$ cat config.mk
export PLATFORM = sky130hd
export DESIGN_NAME = pix_out_fmt
export DESIGN_NICKNAME = d
export VERILOG_FILES = /design/src/rtl/pof_pkg.sv /design/src/rtl/pof_edge.sv /design/src/rtl/pof_pipe.sv /design/src/rtl/pof_fmt.sv /design/src/rtl/pix_out_fmt.sv
export SDC_FILE = /design/constraint.sdc
export NUM_CORES = 1
export LEC_CHECK = 0
export BUFFER_PORTS_ARGS = -buffer_cell sky130_fd_sc_hd__buf_2
export CORE_MARGIN = 2
export CORE_UTILIZATION = 35
export CTS_CLUSTER_SIZE = 16
export DETAILED_ROUTE_END_ITERATION = 8
export MAX_ROUTING_LAYER = met4
export PLACE_DENSITY_LB_ADDON = 0.3
export SYNTH_ARGS = -nofsm -noshare
export SYNTH_HDL_FRONTEND = slang
export SYNTH_SLANG_ARGS = --single-unit
$ cat constraint.sdc
create_clock -name clk -period 2.8 [get_ports clk]
set_clock_uncertainty 0.1 [all_clocks]
set_input_delay 0.84 -clock clk [delete_from_list [all_inputs] [get_ports clk]]
set_output_delay 0.84 -clock clk [all_outputs]
set_load 0.005 [all_outputs]
$ cat src/rtl/pof_pkg.sv
package pof_pkg;

  typedef enum logic {
    OUT_REGISTERED  = 1'b0,
    OUT_TRANSPARENT = 1'b1
  } out_mode_e;

  // Binary to Gray: each bit XORed with its upper neighbour
  function automatic logic [31:0] to_gray(input logic [31:0] b);
    return b ^ (b >> 1);
  endfunction

  // Gray back to binary, running XOR from the top bit down
  function automatic logic [31:0] from_gray(input logic [31:0] g);
    logic [31:0] b;
    b[31] = g[31];
    for (int i = 30; i >= 0; i--) b[i] = b[i+1] ^ g[i];
    return b;
  endfunction

  // Strobe level against its polarity bit
  function automatic logic strobe_active(input logic lvl, input logic pol);
    return lvl ~^ pol;
  endfunction

endpackage

$ cat src/rtl/pof_edge.sv
module pof_edge (
  input  logic clk,
  input  logic rst_n,
  input  logic lvl,
  input  logic pol,
  output logic adv
);
  logic lvl_q;

  always_ff @(posedge clk) lvl_q <= lvl;

  assign adv = rst_n && (pol ? (lvl && !lvl_q) : (!lvl && lvl_q));

  AST_ADV_ON_ACTIVE_EDGE: assert property (@(posedge clk) disable iff (!rst_n)
    adv |-> (lvl == pol) && ($past(lvl) != pol));

endmodule

$ cat src/rtl/pof_pipe.sv
module pof_pipe #(
  parameter int W     = 12,
  parameter int DEPTH = 9
) (
  input  logic         clk,
  input  logic         rst_n,
  input  logic         adv,
  input  logic [W-1:0] pix_d,
  input  logic         blank_d,
  output logic         head_blank,
  output logic [W:0]   last_q,
  output logic [W:0]   out_q
);
  localparam int SW = W + 1;

  logic [SW-1:0] stg [DEPTH];

  always_ff @(posedge clk or negedge rst_n) begin
    if (!rst_n) begin
      for (int i = 0; i < DEPTH; i++) stg[i] <= '0;
      out_q <= '0;
    end else if (adv) begin
      stg[0] <= {blank_d, pix_d};
      for (int i = 1; i < DEPTH; i++) stg[i] <= stg[i-1];
      out_q <= stg[DEPTH-1];
    end
  end

  assign last_q     = stg[DEPTH-1];
  assign head_blank = stg[0][W];

  AST_HOLD_BETWEEN_EDGES: assert property (@(posedge clk) disable iff (!rst_n)
    !adv |=> $stable(out_q) && $stable(last_q));

endmodule

$ cat src/rtl/pof_fmt.sv
module pof_fmt #(
  parameter int W  = 12,
  parameter int CW = 8
) (
  input  logic          rst_n,
  input  logic [W:0]    word_q,
  input  logic          blank_to_clamp,
  input  logic [CW-1:0] clamp_lvl,
  input  logic          gray_en,
  output logic [W-1:0]  word_o
);
  import pof_pkg::*;

  logic [W-1:0] after_blank;
  logic [31:0]  gray_full;

  always_comb begin
    if (word_q[W]) after_blank = blank_to_clamp ? W'(clamp_lvl) : '0;
    else           after_blank = word_q[W-1:0];
    gray_full = to_gray(32'(after_blank));
    word_o    = gray_en ? gray_full[W-1:0] : after_blank;
  end

  always_comb begin
    if (rst_n && gray_en)
      AST_GRAY_REVERSIBLE: assert (from_gray(32'(word_o)) == 32'(after_blank));
  end

endmodule

$ cat src/rtl/pix_out_fmt.sv
module pix_out_fmt #(
  parameter int PIX_W = 12,
  parameter int CLP_W = 8,
  parameter int LAT   = 9
) (
  input  logic             clk,
  input  logic             rst_n,
  input  logic             dclk_i,
  input  logic [PIX_W-1:0] pix_i,
  input  logic             pblk_i,
  input  logic             clp_i,
  input  logic             dclk_pol,
  input  logic             pblk_pol,
  input  logic             clp_pol,
  input  logic             blank_to_clamp,
  input  logic [CLP_W-1:0] clamp_lvl,
  input  logic             gray_en,
  input  logic             out_transp,
  input  logic             out_hiz,
  output logic [PIX_W-1:0] dout,
  output logic             dout_oe
);
  import pof_pkg::*;

  localparam int SW = PIX_W + 1;

  logic          adv;
  logic          pblk_act;
  logic          clp_act;
  logic          blank_d;
  logic          head_blank;
  logic [SW-1:0] last_q;
  logic [SW-1:0] out_q;
  logic [SW-1:0] shown_q;
  logic [PIX_W-1:0] fmt_word;
  out_mode_e     mode;

  pof_edge i_edge (
    .clk   (clk),
    .rst_n (rst_n),
    .lvl   (dclk_i),
    .pol   (dclk_pol),
    .adv   (adv)
  );

  assign pblk_act = strobe_active(pblk_i, pblk_pol);
  assign clp_act  = strobe_active(clp_i, clp_pol);
  assign blank_d  = pblk_act && !clp_act;

  pof_pipe #(.W(PIX_W), .DEPTH(LAT)) i_pipe (
    .clk        (clk),
    .rst_n      (rst_n),
    .adv        (adv),
    .pix_d      (pix_i),
    .blank_d    (blank_d),
    .head_blank (head_blank),
    .last_q     (last_q),
    .out_q      (out_q)
  );

  assign mode    = out_mode_e'(out_transp);
  assign shown_q = (mode == OUT_TRANSPARENT) ? last_q : out_q;

  pof_fmt #(.W(PIX_W), .CW(CLP_W)) i_fmt (
    .rst_n          (rst_n),
    .word_q         (shown_q),
    .blank_to_clamp (blank_to_clamp),
    .clamp_lvl      (clamp_lvl),
    .gray_en        (gray_en),
    .word_o         (fmt_word)
  );

  assign dout_oe = !out_hiz;
  assign dout    = out_hiz ? '0 : fmt_word;

  AST_PARKED_BUS_QUIET: assert property (@(posedge clk) disable iff (!rst_n)
    !dout_oe |-> dout == '0);

  AST_CLAMP_OVERRIDES_BLANK: assert property (@(posedge clk) disable iff (!rst_n)
    adv && clp_act |=> !head_blank);

  AST_PREBLANK_CAPTURED: assert property (@(posedge clk) disable iff (!rst_n)
    adv && pblk_act && !clp_act |=> head_blank);

endmodule

## Word-level counts from Yosys, hierarchy flattened

Cells that the tools add are included.

| storage, ports and cells | value |
|---|---|
| latch bits | 0 |
| memory bits (writable) | 0 |
| memories | 0 |
| input bits | 32 |
| ROM bits | 0 |
| register bits | 131 |
| output and inout bits | 13 |

| cells by class | value |
|---|---|
| magnitude comparators | 0 |
| equal/unequal tests | 0 |
| multiply operators | 0 |
| shift operators | 0 |
| $add $sub $neg | 0 |
| reduce and logical (&&, ||, !) cells | 8 |
| div/mod/pow operators | 0 |
| bitwise gates (word level) | 3 |
| multiplexer cells | 6 |

Operator list:

| operator | number |
|---|---|
| $mux 12 | 3 |
| $mux 13 | 1 |
| $xor 12x11->12 | 1 |
| $mux 8 | 1 |
| $logic_and 1x1->1 | 4 |
| $logic_not 1->1 | 4 |
| $xnor 1x1->1 | 2 |
| $mux 1 | 1 |

## Depth between registers and ports, before layout

Gate-level depths: netlist (run 1).

| logic depth | value |
|---|---|
| depth after elaboration | 5 |
| gate-level depth with buffers | 6 |
| gate-level depth less buffers | 4 |

## Cells and area by module

A second synthesis (run 1) with hierarchy kept.

| second synthesis, totals | value |
|---|---|
| cell total of the unflattened synthesis | 372 |
| area total of the unflattened synthesis | 5677.9 um^2 |

By module, submodules not included:

| module | sequential area each (um^2) | instances | cells an instance | area an instance (um^2) |
|---|---|---|---|---|
| pof_pipe | 3253.1 | 1 | 287 | 4949.7 |
| pof_fmt | 0.0 | 1 | 50 | 375.4 |
| pix_out_fmt | 0.0 | 1 | 31 | 309.0 |
| pof_edge | 20.0 | 1 | 4 | 43.8 |

## Least setup slack after synthesis (run 1)

No wires, ideal clock.

| path | value |
|---|---|
| kind | input to output |
| start | in out_transp |
| end | out dout[1] |
| setup slack | -15 ps |
| data required time | 1860 ps |
| buffers on the path | 1 |
| arrival | 1875 ps |
| stages on the path | 5 |
| cells stage by stage | mux2i_2 buf_6 mux2_4 o21ai_1 nor3b_2 |

| between the ends | value |
|---|---|
| cells in the longest elaborated chain, start to end | 5 |

Ends and longest elaborated chain:

| what | RTL line | source |
|---|---|---|
| start: declaration | pix_out_fmt.sv:18 | `input logic out_transp,` |
| $mux 13 * | pix_out_fmt.sv:62 | `assign shown_q = (mode == OUT_TRANSPARENT) ? last_q : out_q;` |
| $mux 12 * | pof_fmt.sv:18 | `if (word_q[W]) after_blank = blank_to_clamp ? W'(clamp_lvl) : '0;` |
| $xor 12x11->12 | pof_pkg.sv:10 | `return b ^ (b >> 1);` |
| $mux 12 * | pof_fmt.sv:21 | `word_o = gray_en ? gray_full[W-1:0] : after_blank;` |
| $mux 12 * | pix_out_fmt.sv:74 | `assign dout = out_hiz ? '0 : fmt_word;` |
| end: declaration | pix_out_fmt.sv:20 | `output logic [PIX_W-1:0] dout,` |

Mark *: on every way between the ends. The rest lies on a longest branch, timed or not.

## Final worst setup path (run 1)

| path | value |
|---|---|
| start | in out_transp |
| end | out dout[5] |

Same word-level chain as after synthesis.

==> out/qor.txt, run 1 <==
outcome - complete, but fails checks
failing checks - setup timing
Max VDD drop - 0.442 mV
fraction of layout cells with a size suffix above 1 - 0.382
gpl congestion - 0.796
count leader, synth - dfrtp_1
Synth Flop Type - dfrtp_1
fin crit period - 3.02 ns
number of global-route vias before repair - 3074
first-pass GRT wire length - 14400 µm
Initial Util - 0.361
fin nets - 452
Net Sw Frac - 0.249
buffer depth of the longest clock path - 2
worst hold path type - primary input to async pin
DRT iter0 DRCs - 73
final WL - 8110 µm
Fill cells - 1387
area share of the largest cell type after synthesis - 0.591
GRT Util Overall - 0.111
slew margin rel. - 0.457
Root Driver - clkbuf_16
width of the die - 129 µm
Post-synth top cells - dfrtp_1 (130), mux2_1 (90), mux2_2 (43), nand2_1 (13), buf_4 (12)
Remaining Overflow, GRT - 0
Final Hold Viols - 0
Post-Syn Nets - 393
dpl hpwl - 5260 µm
CP required - 1.86 ns
setup violators final - 12
hold buffers post-CTS - 0
row count - 45
max cap viols - 0
CTS tree - yes
Leak - 3.19 nW
Post-Syn Area - 5510 µm²
share of flip-flops with an asynchronous set or reset - 0.992
die area - 16700 µm²
arrival time at the worst endpoint - 2.08 ns
port bufs - 44
Comb pwr share - 0.166
Reg clk slew, reported paths - 0.05 ns
clock group share of total power - 0.347
Gate Count Post-Synth - 361
CP endpoint kind - output pin
Final Core Density - 0.441
I/O Pins - 45
# diodes - 0
total CTS buffers - 17
worst r2r path cells - 4
DRC viols - 0
startpoint types - primary input
CORE AREA - 15300 µm²
Worst-Skew Late Latency - 0.40 ns
average size of a mapped cell - 15.3 µm²
Slew Viols, Final - 0
TNS Setup - -1.99 ns
crit path max fanout - 4
largest cells by area after synthesis - dfrtp_1 (59%), mux2_1 (18%), mux2_2 (8.8%)
P_int - 4.57 mW
WL/cell - 12.6 µm
critical path class - primary input to output pin
DRT Pass-1 Iters - 4
pwr dens - 903 nW/µm²
die height - 129 µm
DR vias/cell - 4.56
maximum number of pins on one net before global-route repair - 69
Vias - 2930
RSZ-0062 raised after global routing - true
maximum clock frequency - 0.331 GHz
Post-synth EDFFs - 0
final worst slack - -0.221 ns
Worst Max-Slew Pin Slew - 0.814 ns
H-tree levels - 4
Tcrit/Tclk final - 1.08
synth unique cells - 34
antenna violations before repair - 0
sw power - 1.51 mW
CTS sink cnt - 131
Yosys reg bits - 131
biggest area consumer among synthesized cells - dfrtp_1
Layout area overhead - 22.3%
post-synthesis sequential area ratio - 0.595
Detail Route Antenna Nets - 0
Ys Warns - 0
sequential power share - 0.488
[cells in the final DEF (no fill, tap or decap), drive strengths merged]
master,instances
buf,61
clkbuf,18
bufinv,2
mux2i,11
xnor2,2
nand2,13
clkinv,6
a221o,1
a21oi,3
xor2,2
clkinvlp,4
dfxtp,1
a2111oi,1
inv,3
o31ai,1
nor2,4
nand3,4
and3b,1
mux2,138
nand4,1
o21ai,8
dfrtp,130
nand3b,1
a211o,1
nor3b,7
a211oi,2
nor3,6
[worst paths after layout]
kind	start	endpoint	slack, ns
max in group asynchronous	rst_n	i_pipe.last_q[0]	1.30
setup / recovery	out_transp	dout[5]	-0.22
setup reg to reg	i_edge.lvl_q	i_pipe.stg[36]	1.03
hold / removal	rst_n	i_pipe.stg[72]	0.20
min in group clk	i_pipe.stg[73]	i_pipe.stg[60]	0.38
hold reg to reg	i_pipe.stg[73]	i_pipe.stg[60]	0.38
[logic make-up (layout without fill, tap and decap cells)]
group	Yosys count	after routing	synth area share
mux	149	149	0.307
buf+inv	23	94	0.0277
xor+xnor	4	4	0.00636
compound gates	17	17	0.0200
simple gates	37	37	0.0443
flops	131	131	0.595
[stage by stage]
stage | std cells | power [mW] | instance area [µm²] | hold WS, ns | setup WS [ns]
after global placement | 609 | 3.89 | 6030 | 0.362 | -0.253
after detailed placement | 609 | 3.98 | 6030 | 0.373 | -0.300
after global routing | 643 | 6.47 | 6740 | 0.194 | -0.289
after CTS | 642 | 6.16 | 6690 | 0.193 | -0.244
final | 643 | 6.08 | 6740 | 0.200 | -0.221
after floorplan | 361 | 3.64 | 5510 | 0.345 | 0.0267
[flip-flops by register name (all words and copies together) (netlist names)]
name	cells
i_pipe.stg	103
i_pipe.last_q	13
i_pipe.out_q	13
i_edge.lvl_q	1
i_pipe.head_blank	1
[critical path, cell delays in order]
cell,delay (ns)
buf_8,0.08
mux2i_4,0.26
buf_4,0.15
mux2_4,0.32
o21ai_2,0.12
nor3b_2,0.17
buf_2,0.13
[power groups by stage]
stage / clock [mW] / combinational (mW) / sequential, mW
finish: 2.11 / 1.01 / 2.96
global route: 2.26 / 1.13 / 3.08
CTS: 2.17 / 1.01 / 2.98
detailed placement: 0 / 0.970 / 3.01
global placement: 0 / 0.919 / 2.97
floorplan: 0 / 0.774 / 2.87
[area by class of cell]
class	count	area, µm²	area share
Clock inverter	13	136	0.0202
Tap cell	211	264	0.0392
Inverter	2	7.51	0.00111
Multi-Input combinational cell	207	2180	0.324
Clock buffer	18	439	0.0652
Timing Repair Buffer	61	434	0.0645
Sequential cell	131	3270	0.486
[routing by layer]
metal	global-route usage	up-vias	part of all wire
li1	-	1412	-
met1	0.145	1456	0.50
met2	0.164	53	0.45
met3	0.0413	9	0.044
met4	0.0323	0	0.011
met5	-	-	0
[timing repair]
item | 4_1_cts | 5_1_grt
pin swaps | 3 | 3
endpoints found under the setup margin | 12 | 12
hold endpoints to repair | 0 | 0
buffers inserted | 2 | 1
resized for setup | 14 | 9
(Power assumes the default switching activity.)
==> run 2: changes to the inputs <==
PLACE_DENSITY_LB_ADDON = not set   (was 0.3)
==> out/qor.txt, run 2 (synthesized netlist as in run 1, its figures left out) <==
fin crit period - 3.02 ns
Root Driver - clkbuf_16
CP required - 1.86 ns
GRT Util Overall - 0.106
buffer depth of the longest clock path - 2
first-pass GRT wire length - 13800 µm
critical path class - primary input to output pin
gpl congestion - 0.815
Inst Count DP - 610
DR vias/cell - 4.52
setup violators final - 12
CTS tree - yes
slew margin rel. - 0.437
hold buffers post-CTS - 0
width of the die - 129 µm
Critical path buffers and inverters - 3
largest stage delay on the critical path - 0.33 ns
fin nets - 452
failing checks - setup timing
Remaining Overflow, GRT - 0
number of global-route vias before repair - 3063
Slew Viols, Final - 0
CORE AREA - 15300 µm²
Most flops, register - i_pipe.stg
outcome - complete, but fails checks
commonest non-fill, non-tap cell in the layout - dfrtp_1
Leak - 3.22 nW
CTS sink cnt - 131
Fill cells - 1350
maximum clock frequency - 0.331 GHz
arrival time at the worst endpoint - 2.08 ns
Layout area overhead - 23.3%
CP endpoint kind - output pin
pwr dens - 933 nW/µm²
fin cells - 644
startpoint types - primary input
Largest register FFs - 103
I/O Pins - 45
max cap viols - 0
total CTS buffers - 17
Detail Route Antenna Nets - 0
commonest cells after routing, fill and taps aside - dfrtp_1 (130), mux2_1 (90), mux2_2 (42), buf_2 (42), clkbuf_16 (17)
Reg clk slew, reported paths - 0.05 ns
Worst-Skew Late Latency - 0.40 ns
WL/cell - 11.9 µm
Worst Max-Slew Pin Slew - 0.845 ns
crit path max fanout - 5
Max VDD drop - 0.464 mV
TNS Setup - -1.86 ns
Initial Util - 0.361
# diodes - 0
Design Area, Final - 6790 µm²
RSZ-0062 raised after global routing - true
fraction of layout cells with a size suffix above 1 - 0.372
H-tree levels - 4
worst hold path type - primary input to async pin
Vias - 2914
DRC viols - 0
DRT Pass-1 Iters - 3
Tcrit/Tclk final - 1.08
final worst slack - -0.225 ns
row count - 45
port bufs - 44
slowest CP cell - mux2_4
crit-path leading delay family - multiplexers
Final Hold Viols - 0
antenna violations before repair - 0
die height - 129 µm
final WL - 7680 µm
DRT iter0 DRCs - 134
maximum number of pins on one net before global-route repair - 69
placed inst area - 6000 µm²
dpl hpwl - 5120 µm
die area - 16700 µm²
CP Cell Sequence - buf_8 -> mux2i_4 -> buf_6 -> mux2_4 -> o21ai_1 -> nor3b_2 -> buf_2
[run 2: cell count changes in the layout (fill, tap and decap cells not counted), sizes merged]
cell,delta
clkbuf,+7
bufinv,+2
clkinvlp,-3
clkinv,-5
[run 2: area by class of cell]
cell class | count | area (µm²) | area share
inverters | 2 | 7.51 | 0.00111
multi-input cells | 207 | 2170 | 0.320
clock inverters | 7 | 141 | 0.0208
flip-flops and latches | 131 | 3270 | 0.482
clock buffers | 25 | 515 | 0.0759
well taps | 211 | 264 | 0.0389
repair buffers | 61 | 415 | 0.0612
[run 2: path summary, 6_finish.rpt]
kind                                start                 to  slack [ns]  depth (start not counted)
max in group asynchronous           rst_n  i_pipe.last_q[10]        1.48                          2
max reg2reg                  i_edge.lvl_q     i_pipe.stg[36]        1.11                          4
min                                 rst_n    i_pipe.stg[111]        0.11                          1
min reg2reg                i_pipe.stg[43]     i_pipe.stg[30]        0.38                          1
min in group clk           i_pipe.stg[43]     i_pipe.stg[30]        0.38                          1
max                            out_transp            dout[1]       -0.22                          7
[run 2: where the power goes]
part	switching (mW)	internal [mW]
clock network	0.738	1.64
registers	0.352	2.61
logic	0.369	0.627
[run 2: timing repair]
action | 4_1_cts | 5_1_grt
pin swaps | 3 | 4
buffers inserted | 0 | 2
endpoints found under the setup margin | 12 | 12
resized for setup | 6 | 20
[run 2: metal layers]
metal / wire length (µm) / share of wire / vias to the layer above / global-route usage
met5: 0 / 0 / - / -
met4: 72 / 0.0094 / 0 / 0.0436
met3: 369 / 0.048 / 5 / 0.0396
met2: 3360 / 0.44 / 57 / 0.153
met1: 3870 / 0.50 / 1431 / 0.134
li1: - / - / 1421 / -
[run 2: worst register-to-register path, stage by stage, from the launching register on]
cell     delay [ns]
dfxtp_1        0.32
and3b_1        0.20
o21ai_4        0.28
buf_12         0.28
mux2_2         0.39
[run 2: stage by stage]
step	total power [mW]	utilization	worst slack, ns	hold WS, ns
2_1_floorplan	3.64	-	0.0267	0.345
3_3_place_gp	3.88	0.394	-0.288	0.362
3_5_place_dp	3.97	0.394	-0.331	0.372
4_1_cts	6.39	0.438	-0.266	0.0888
5_1_grt	6.72	0.445	-0.283	0.0879
6_report	6.33	0.445	-0.225	0.111
